## src/rtl/regpair_pkg.sv

```systemverilog
package regpair_pkg;
    localparam int RPF_DATA_W   = 16;
    localparam int RPF_NUM_REGS = 16;
    localparam int RPF_SEL_W    = 2;
    localparam int RPF_BASE     = 2;
endpackage

```

## src/rtl/regpair_map.sv

```systemverilog
// Converts a pair code into the register numbers of its low and high halves.
module regpair_map #(
    parameter int SEL_W = 2,
    parameter int IDX_W = 4,
    parameter int BASE  = 2
) (
    input  logic [SEL_W-1:0] sel,
    output logic [IDX_W-1:0] lo_idx,
    output logic [IDX_W-1:0] hi_idx
);
    always_comb begin
        lo_idx = IDX_W'(BASE) + IDX_W'({sel, 1'b0});
        hi_idx = lo_idx + IDX_W'(1);
    end
endmodule

```

## src/rtl/regpair_wctl.sv

```systemverilog
// Per-register write enable and data, with pair write priority.
module regpair_wctl #(
    parameter int DATA_W   = 16,
    parameter int NUM_REGS = 16,
    parameter int IDX_W    = 4
) (
    input  logic                wr_en,
    input  logic [IDX_W-1:0]    wr_addr,
    input  logic [DATA_W-1:0]   wr_data,
    input  logic                pair_wr_en,
    input  logic [IDX_W-1:0]    pw_lo_idx,
    input  logic [IDX_W-1:0]    pw_hi_idx,
    input  logic [2*DATA_W-1:0] pair_wr_data,
    output logic                reg_we [NUM_REGS],
    output logic [DATA_W-1:0]   reg_wd [NUM_REGS]
);
    assign reg_we[0] = 1'b0;
    assign reg_wd[0] = '0;

    for (genvar i = 1; i < NUM_REGS; i++) begin : g_reg
        always_comb begin
            reg_we[i] = 1'b0;
            reg_wd[i] = wr_data;
            if (pair_wr_en) begin
                if (pw_lo_idx == IDX_W'(i)) begin
                    reg_we[i] = 1'b1;
                    reg_wd[i] = pair_wr_data[DATA_W-1:0];
                end else if (pw_hi_idx == IDX_W'(i)) begin
                    reg_we[i] = 1'b1;
                    reg_wd[i] = pair_wr_data[2*DATA_W-1:DATA_W];
                end
            end else if (wr_en && wr_addr == IDX_W'(i)) begin
                reg_we[i] = 1'b1;
            end
        end
    end
endmodule

```

## src/rtl/regpair_file.sv

```systemverilog
module regpair_file
    import regpair_pkg::*;
#(
    parameter int DATA_W   = RPF_DATA_W,
    parameter int NUM_REGS = RPF_NUM_REGS,
    parameter int SEL_W    = RPF_SEL_W,
    parameter int BASE     = RPF_BASE,
    localparam int IDX_W   = $clog2(NUM_REGS),
    localparam int PAIR_W  = 2 * DATA_W
) (
    input  logic              clk,
    input  logic              rst,
    input  logic              wr_en,
    input  logic [IDX_W-1:0]  wr_addr,
    input  logic [DATA_W-1:0] wr_data,
    input  logic [IDX_W-1:0]  rd_addr_a,
    output logic [DATA_W-1:0] rd_data_a,
    input  logic [IDX_W-1:0]  rd_addr_b,
    output logic [DATA_W-1:0] rd_data_b,
    input  logic              pair_wr_en,
    input  logic [SEL_W-1:0]  pair_wr_sel,
    input  logic [PAIR_W-1:0] pair_wr_data,
    input  logic [SEL_W-1:0]  pair_sel_a,
    output logic [PAIR_W-1:0] pair_rd_a,
    input  logic [SEL_W-1:0]  pair_sel_b,
    output logic [PAIR_W-1:0] pair_rd_b
);
    logic [DATA_W-1:0] regs   [NUM_REGS];
    logic              reg_we [NUM_REGS];
    logic [DATA_W-1:0] reg_wd [NUM_REGS];

    logic [IDX_W-1:0] pw_lo, pw_hi, pa_lo, pa_hi, pb_lo, pb_hi;

    regpair_map #(.SEL_W(SEL_W), .IDX_W(IDX_W), .BASE(BASE)) u_map_w (
        .sel(pair_wr_sel), .lo_idx(pw_lo), .hi_idx(pw_hi));
    regpair_map #(.SEL_W(SEL_W), .IDX_W(IDX_W), .BASE(BASE)) u_map_a (
        .sel(pair_sel_a), .lo_idx(pa_lo), .hi_idx(pa_hi));
    regpair_map #(.SEL_W(SEL_W), .IDX_W(IDX_W), .BASE(BASE)) u_map_b (
        .sel(pair_sel_b), .lo_idx(pb_lo), .hi_idx(pb_hi));

    regpair_wctl #(.DATA_W(DATA_W), .NUM_REGS(NUM_REGS), .IDX_W(IDX_W)) u_wctl (
        .wr_en(wr_en), .wr_addr(wr_addr), .wr_data(wr_data),
        .pair_wr_en(pair_wr_en), .pw_lo_idx(pw_lo), .pw_hi_idx(pw_hi),
        .pair_wr_data(pair_wr_data), .reg_we(reg_we), .reg_wd(reg_wd));

    // Storage; register 0 never has its enable raised, so it holds zero.
    always_ff @(posedge clk) begin
        for (int i = 0; i < NUM_REGS; i++) begin
            if (rst) begin
                regs[i] <= '0;
            end else if (reg_we[i]) begin
                regs[i] <= reg_wd[i];
            end
        end
    end

    always_comb begin
        rd_data_a = regs[rd_addr_a];
        rd_data_b = regs[rd_addr_b];
        pair_rd_a = {regs[pa_hi], regs[pa_lo]};
        pair_rd_b = {regs[pb_hi], regs[pb_lo]};
    end
endmodule

```

## config.mk

```make
export PLATFORM = sky130hd
export DESIGN_NAME = regpair_file
export DESIGN_NICKNAME = d
export VERILOG_FILES = /design/src/rtl/regpair_pkg.sv /design/src/rtl/regpair_map.sv /design/src/rtl/regpair_wctl.sv /design/src/rtl/regpair_file.sv
export SDC_FILE = /design/constraint.sdc
export NUM_CORES = 1
export LEC_CHECK = 0
export BUFFER_PORTS_ARGS = -buffer_cell sky130_fd_sc_hd__buf_2
export CAP_MARGIN = 20
export CORE_MARGIN = 2
export CORE_UTILIZATION = 35
export CTS_CLUSTER_SIZE = 25
export DETAILED_ROUTE_END_ITERATION = 10
export MAX_ROUTING_LAYER = met4
export PLACE_DENSITY_LB_ADDON = 0.08
export SLEW_MARGIN = 10
export SYNTH_ARGS = -nofsm -noshare
export SYNTH_HDL_FRONTEND = slang
export SYNTH_SLANG_ARGS = --single-unit
```

## constraint.sdc

```tcl
create_clock -name clk -period 3.4 [get_ports clk]
set_clock_uncertainty 0.05 [all_clocks]
set_input_delay 0.34 -clock clk [delete_from_list [all_inputs] [get_ports clk]]
set_output_delay 0.34 -clock clk [all_outputs]
set_load 0.05 [all_outputs]
```

==> results of run 1 <==
[path summary, 6_finish.rpt]
kind,startpoint,endpoint,slack [ns]
worst min-delay path,pair_wr_data[15],regs[4][15],0.12
worst max-delay path,rd_addr_b[1],rd_data_b[14],0.46
[final cells by class]
class / count / area [um2]
Fill cell: 4877 / 30000
Multi-Input combinational cell: 1111 / 9760
Sequential cell: 240 / 7210
Timing Repair Buffer: 229 / 1550
Tap cell: 672 / 841
Clock buffer: 32 / 737
Inverter: 43 / 161
Clock inverter: 21 / 131
Antenna cell: 1 / 2.50
[per-layer routing]
| metal | vias up | global-route usage [%] | share of wire (%) |
|---|---|---|---|
| met3 | 148 | 3.19 | 5.0 |
| met1 | 7466 | 33.2 | 37 |
| met2 | 629 | 51.8 | 53 |
| met4 | 0 | 14.2 | 5.8 |
| li1 | 6192 | - | - |
| met5 | - | - | 0 |
[synth_stat cells (2+ instances only)]
cell type	n	area, um2
a31oi_1	8	50.1
o211ai_2	2	25.0
buf_1	6	22.5
a211oi_1	31	233
o221ai_1	17	149
mux4_1	2	52.6
clkbuf_2	2	10.0
a21oi_1	170	851
buf_6	11	124
o22a_1	14	123
o211ai_1	14	105
nand3_1	21	105
buf_2	39	195
mux2i_1	66	661
nor2_1	66	248
nor2b_1	5	31.3
o21ai_0	6	30.0
mux2_2	95	1070
buf_4	22	165
a21oi_2	11	96.3
and2_1	114	713
edfxtp_1	240	7210
buf_12	5	100
clkbuf_1	67	251
mux2_1	4	45.0
a221oi_1	33	289
a221o_1	16	160
a21o_1	6	45.0
inv_1	43	161
ha_1	2	25.0
nand2_1	231	867
a21o_4	2	30.0
mux4_2	156	3510
nand2b_1	4	25.0
[logic make-up (layout without fill, tap and decap cells)]
group / Yosys count / after routing / synth area share [%]
other: 0 / 1 / 0
muxes: 323 / 323 / 29.8
and+or+nand+nor: 454 / 454 / 11.9
adders and majority gates: 2 / 2 / 0.140
DFF: 240 / 240 / 40.2
AOI/OAI and AO/OA: 332 / 332 / 12.3
buffers and inverters: 195 / 325 / 5.74
[critical path: stages]
cell      delay (ns)
buf_2           0.36
nand2b_1        0.51
o221ai_1        0.32
o22a_1          0.25
a31oi_1         0.39
buf_2           0.36
[stage by stage]
| stage | total power [mW] | utilization [%] |
|---|---|---|
| after floorplan | 5.62 | - |
| after global placement | 6.65 | 38.7 |
| after detailed placement | 6.66 | 38.7 |
| after CTS | 9.57 | 40.5 |
| after global routing | 9.83 | 40.5 |
| final | 9.52 | 40.5 |
[report_power, final]
| group | switching (mW) | internal, mW |
|---|---|---|
| logic | 1.80 | 1.00 |
| clock network | 1.29 | 1.63 |
| registers | 0.326 | 3.48 |
| total | 3.41 | 6.12 |
[cells in the final DEF (no fill, tap or decap), drive strengths merged, types with 21 or more instances in the layout]
| cell type | Yosys | routed |
|---|---|---|
| nand2 | 231 | 231 |
| edfxtp | 240 | 240 |
| mux2 | 99 | 99 |
| a211oi | 31 | 31 |
| nand3 | 21 | 21 |
| mux4 | 158 | 158 |
| nor2 | 66 | 66 |
| and2 | 114 | 114 |
| inv | 43 | 45 |
| buf | 83 | 229 |
| a221oi | 33 | 33 |
| a21oi | 181 | 181 |
| mux2i | 66 | 66 |
| clkbuf | 69 | 32 |
==> impl_metrics.toml, run 1 <==
[clock_network]
postCtsHoldBufs = 0
post-cts-setup-buffers = 0
cts_max_path_buffers = 3
cts_root_buffer = "clkbuf_16"
htree_levels = 1
clk_pin_slew_ns = 0.06
cts_tree = "built"
cts_buffers = 29
cts_resized = 0
cts.sinks = 240

[timing]
min_period_ns = 2.94
whs_ns = 0.124
setup_slack_ns = 0.464
timing.slew.headroom_pct = 30.3
setup_tns_ns = 0
tightest_slew_ns = 1.04
finalMaxSlewViolations = 0
rsz0062_at_grt = "no"
fmax_ghz = 0.341
hold_violations = 0
finalCritPeriodShare_pct = 86.4
finalSetupViolCount = 0

[die]
die_w_um = 230
rows = 82
ios = 166
dieArea_um2 = 53100
initial_utilization_pct = 35.6
die_h_um = 230
core_um2 = 50400

[detailed_routing]
ant_nets = 0
routed_wl_mm = 75.7
via_per_inst = 6.15
vias = 14435
routedWlPerCell_um = 32.2
drcViolationCount = 0
first_pass_iters = 6
drtIter0Drc = 1155

[placed_design]
placed_cell_area_um2 = 19500
dpl.cell_count = 2295
preCtsSetupSlack_ns = 0.558
io_buffers = 165
place_hpwl_mm = 58.9
gp_congestion = 0.945

[logic_synthesis]
ys_types = 49
ys_warn_count = 0
synthFlopType = "edfxtp_1"
syn_inst = 1546
synth_area_um2 = 17900
syn_nets = 1618
yosysSeqAreaShare_pct = 40.2
synth-async-reset-ratio_pct = 0
avgSynthCellArea_um2 = 11.6
ys_ff_latch = 240
synth-edff-count = 240

[power_and_ir_drop]
powerDensity_nw_per_um2 = 467
ir_worst_vdd_mv = 0.357
leakage_nw = 7.40

[run_status]
status = "completed"

[global_routing]
grt_overflow = 0
grtUsageTotal_pct = 29.4
grt_first_pass_wirelength_mm = 108
grt_max_degree = 67
antenna_found_initial = 1
grt_pass1_vias = 14794

[finish]
layout.nets = 1726
largest_reg_flops = 240
layoutNonFillerInstCount = 2349
reg.largest.list = "regs (240)"
top_register = "regs"
stdcell_area_um2 = 20400
final_layout_size_suffix_gt1_share_pct = 32.7
area.growth.synth_to_final_pct = 13.7

[worst_setup_path]
critPathMaxFanout = 13
crit_path_start_kind = "input port"
critPathCaptureType = "output port"
cp.arrival_ns = 2.55
crit_type = "in2out"
required_ns = 3.01

[hold_path]
min_path_type = "in2reg"
min_path_cells = 3

[job]
maxCapViolations = 0
Power figures use the tool's default switching activity.
==> run 2, diff against run 1 <==
--- a/config.mk
+++ b/config.mk
@@ -13,6 +13,7 @@
 export DETAILED_ROUTE_END_ITERATION = 10
 export MAX_ROUTING_LAYER = met4
 export PLACE_DENSITY_LB_ADDON = 0.08
+export REMOVE_ABC_BUFFERS = 1
 export SLEW_MARGIN = 10
 export SYNTH_ARGS = -nofsm -noshare
 export SYNTH_HDL_FRONTEND = slang
==> impl_metrics.toml, run 2 (same netlist as run 1, synthesis figures left out) <==
[run_status]
status = "completed"

[worst_setup_path]
cp_num_buf_inv = 2
cpLargestDelayFamily = "compound AO/OA/AOI/OAI gates"
cp.depth = 6
crit_type = "in2out"
cp.arrival_ns = 2.59
critPathMaxFanout = 17
cpPeakStageDelay_ns = 0.59
required_ns = 3.01
crit_path_start_kind = "input port"
critPathCaptureType = "output port"
crit_slowest_cell = "a221oi_1"
crit_chain = "buf_2 > nor2_1 > a221oi_1 > a21oi_1 > o211ai_1 > buf_12"

[finish]
layoutNonFillerInstCount = 2366
layout_common_cells = "edfxtp_1 (240), nand2_1 (231), a21oi_1 (170)"
area.growth.synth_to_final_pct = 14.7
final_layout_size_suffix_gt1_share_pct = 33.7
layout.nets = 1744
layout_commonest_cell = "edfxtp_1"
top_register = "regs"
reg.largest.list = "regs (240)"
largest_reg_flops = 240

[hold_path]
min_path_cells = 3
min_delay_worst_endpoint = "regs[4][13]"
min_path_type = "in2reg"
hp-start = "pair_wr_data[13]"

[timing]
min_period_ns = 2.98
finalCritPeriodShare_pct = 87.6
finalSetupViolCount = 0
tightest_slew_ns = 1.04
fmax_ghz = 0.336
timing.slew.headroom_pct = 30.6
hold_violations = 0
finalMaxSlewViolations = 0
rsz0062_at_grt = "no"

[detailed_routing]
via_per_inst = 6.30
routedWlPerCell_um = 32.3
drcViolationCount = 0
ant_nets = 0
vias = 14895
first_pass_iters = 5
routed_wl_mm = 76.5
drtIter0Drc = 1967

[placed_design]
io_buffers = 165
gp_congestion = 0.881
place_hpwl_mm = 49.2
dpl.cell_count = 2313

[clock_network]
cts_max_path_buffers = 3
cts_root_buffer = "clkbuf_16"
cts.sinks = 240
postCtsHoldBufs = 0
cts_tree = "built"
htree_levels = 1
cts_resized = 0
post-cts-setup-buffers = 0
cts_buffers = 29
clk_pin_slew_ns = 0.06

[die]
die_w_um = 230
initial_utilization_pct = 35.6
core_um2 = 50400
dieArea_um2 = 53100
rows = 82
ios = 166
die_h_um = 230

[global_routing]
grt_first_pass_wirelength_mm = 109
grt_max_degree = 67
antenna_found_initial = 6
grt_pass1_vias = 14671
grtUsageTotal_pct = 29.5
grt_overflow = 0

[power_and_ir_drop]
finalPower_mw = 9.60
powerDensity_nw_per_um2 = 467
ir_worst_vdd_mv = 0.341
leakage_nw = 7.49

[job]
maxCapViolations = 0
run 2: per-stage QoR:
step	utilization [%]	instance area [um2]	setup slack, ns	TNS [ns]	hold WS (ns)
after floorplan	-	17100	-0.949	-45.69	0.488
after global placement	39.0	19600	0.445	0	0.702
after detailed placement	39.0	19600	0.499	0	0.704
after CTS	40.8	20600	0.498	0	0.106
after global routing	40.8	20600	0.414	0	0.124
final	40.8	20600	0.422	0	0.128
run 2: cell type report:
cell class | instances | area (um2)
diodes | 1 | 2.50
clock buffers | 33 | 741
clock inverters | 19 | 180
fillers | 4780 | 29800
inverters | 43 | 161
multi-input cells | 1111 | 9760
flip-flops and latches | 240 | 7210
well taps | 672 | 841
repair buffers | 247 | 1680
run 2: metal layers:
| metal | vias up | part of all wire (%) | global-route usage, % |
|---|---|---|---|
| met5 | - | 0 | - |
| met4 | 0 | 2.4 | 6.81 |
| met3 | 111 | 9.3 | 4.09 |
| met2 | 875 | 45 | 44.1 |
| met1 | 7688 | 44 | 42.6 |
| li1 | 6221 | - | - |
run 2: worst max path at each step:
stage,start,endpoint,slack [ns]
after floorplan,pair_sel_a[0],pair_rd_a[0],-0.95
after global placement,rd_addr_b[1],rd_data_b[13],0.45
after detailed placement,rd_addr_b[1],rd_data_b[9],0.50
after CTS,rd_addr_b[1],rd_data_b[9],0.50
after global routing,rd_addr_b[0],rd_data_b[13],0.41
final,rd_addr_b[1],rd_data_b[13],0.42
run 2: power by group:
| part | switching (mW) | internal, mW |
|---|---|---|
| logic | 1.79 | 1.00 |
| registers | 0.240 | 3.48 |
| clock network | 1.31 | 1.78 |
run 2: worst min-delay path: cells and delay by family:
family	cells	cell delay [ns]
and+or+nand+nor	1	0.06
AOI/OAI and AO/OA	1	0.05
buffers and inverters	1	0.13
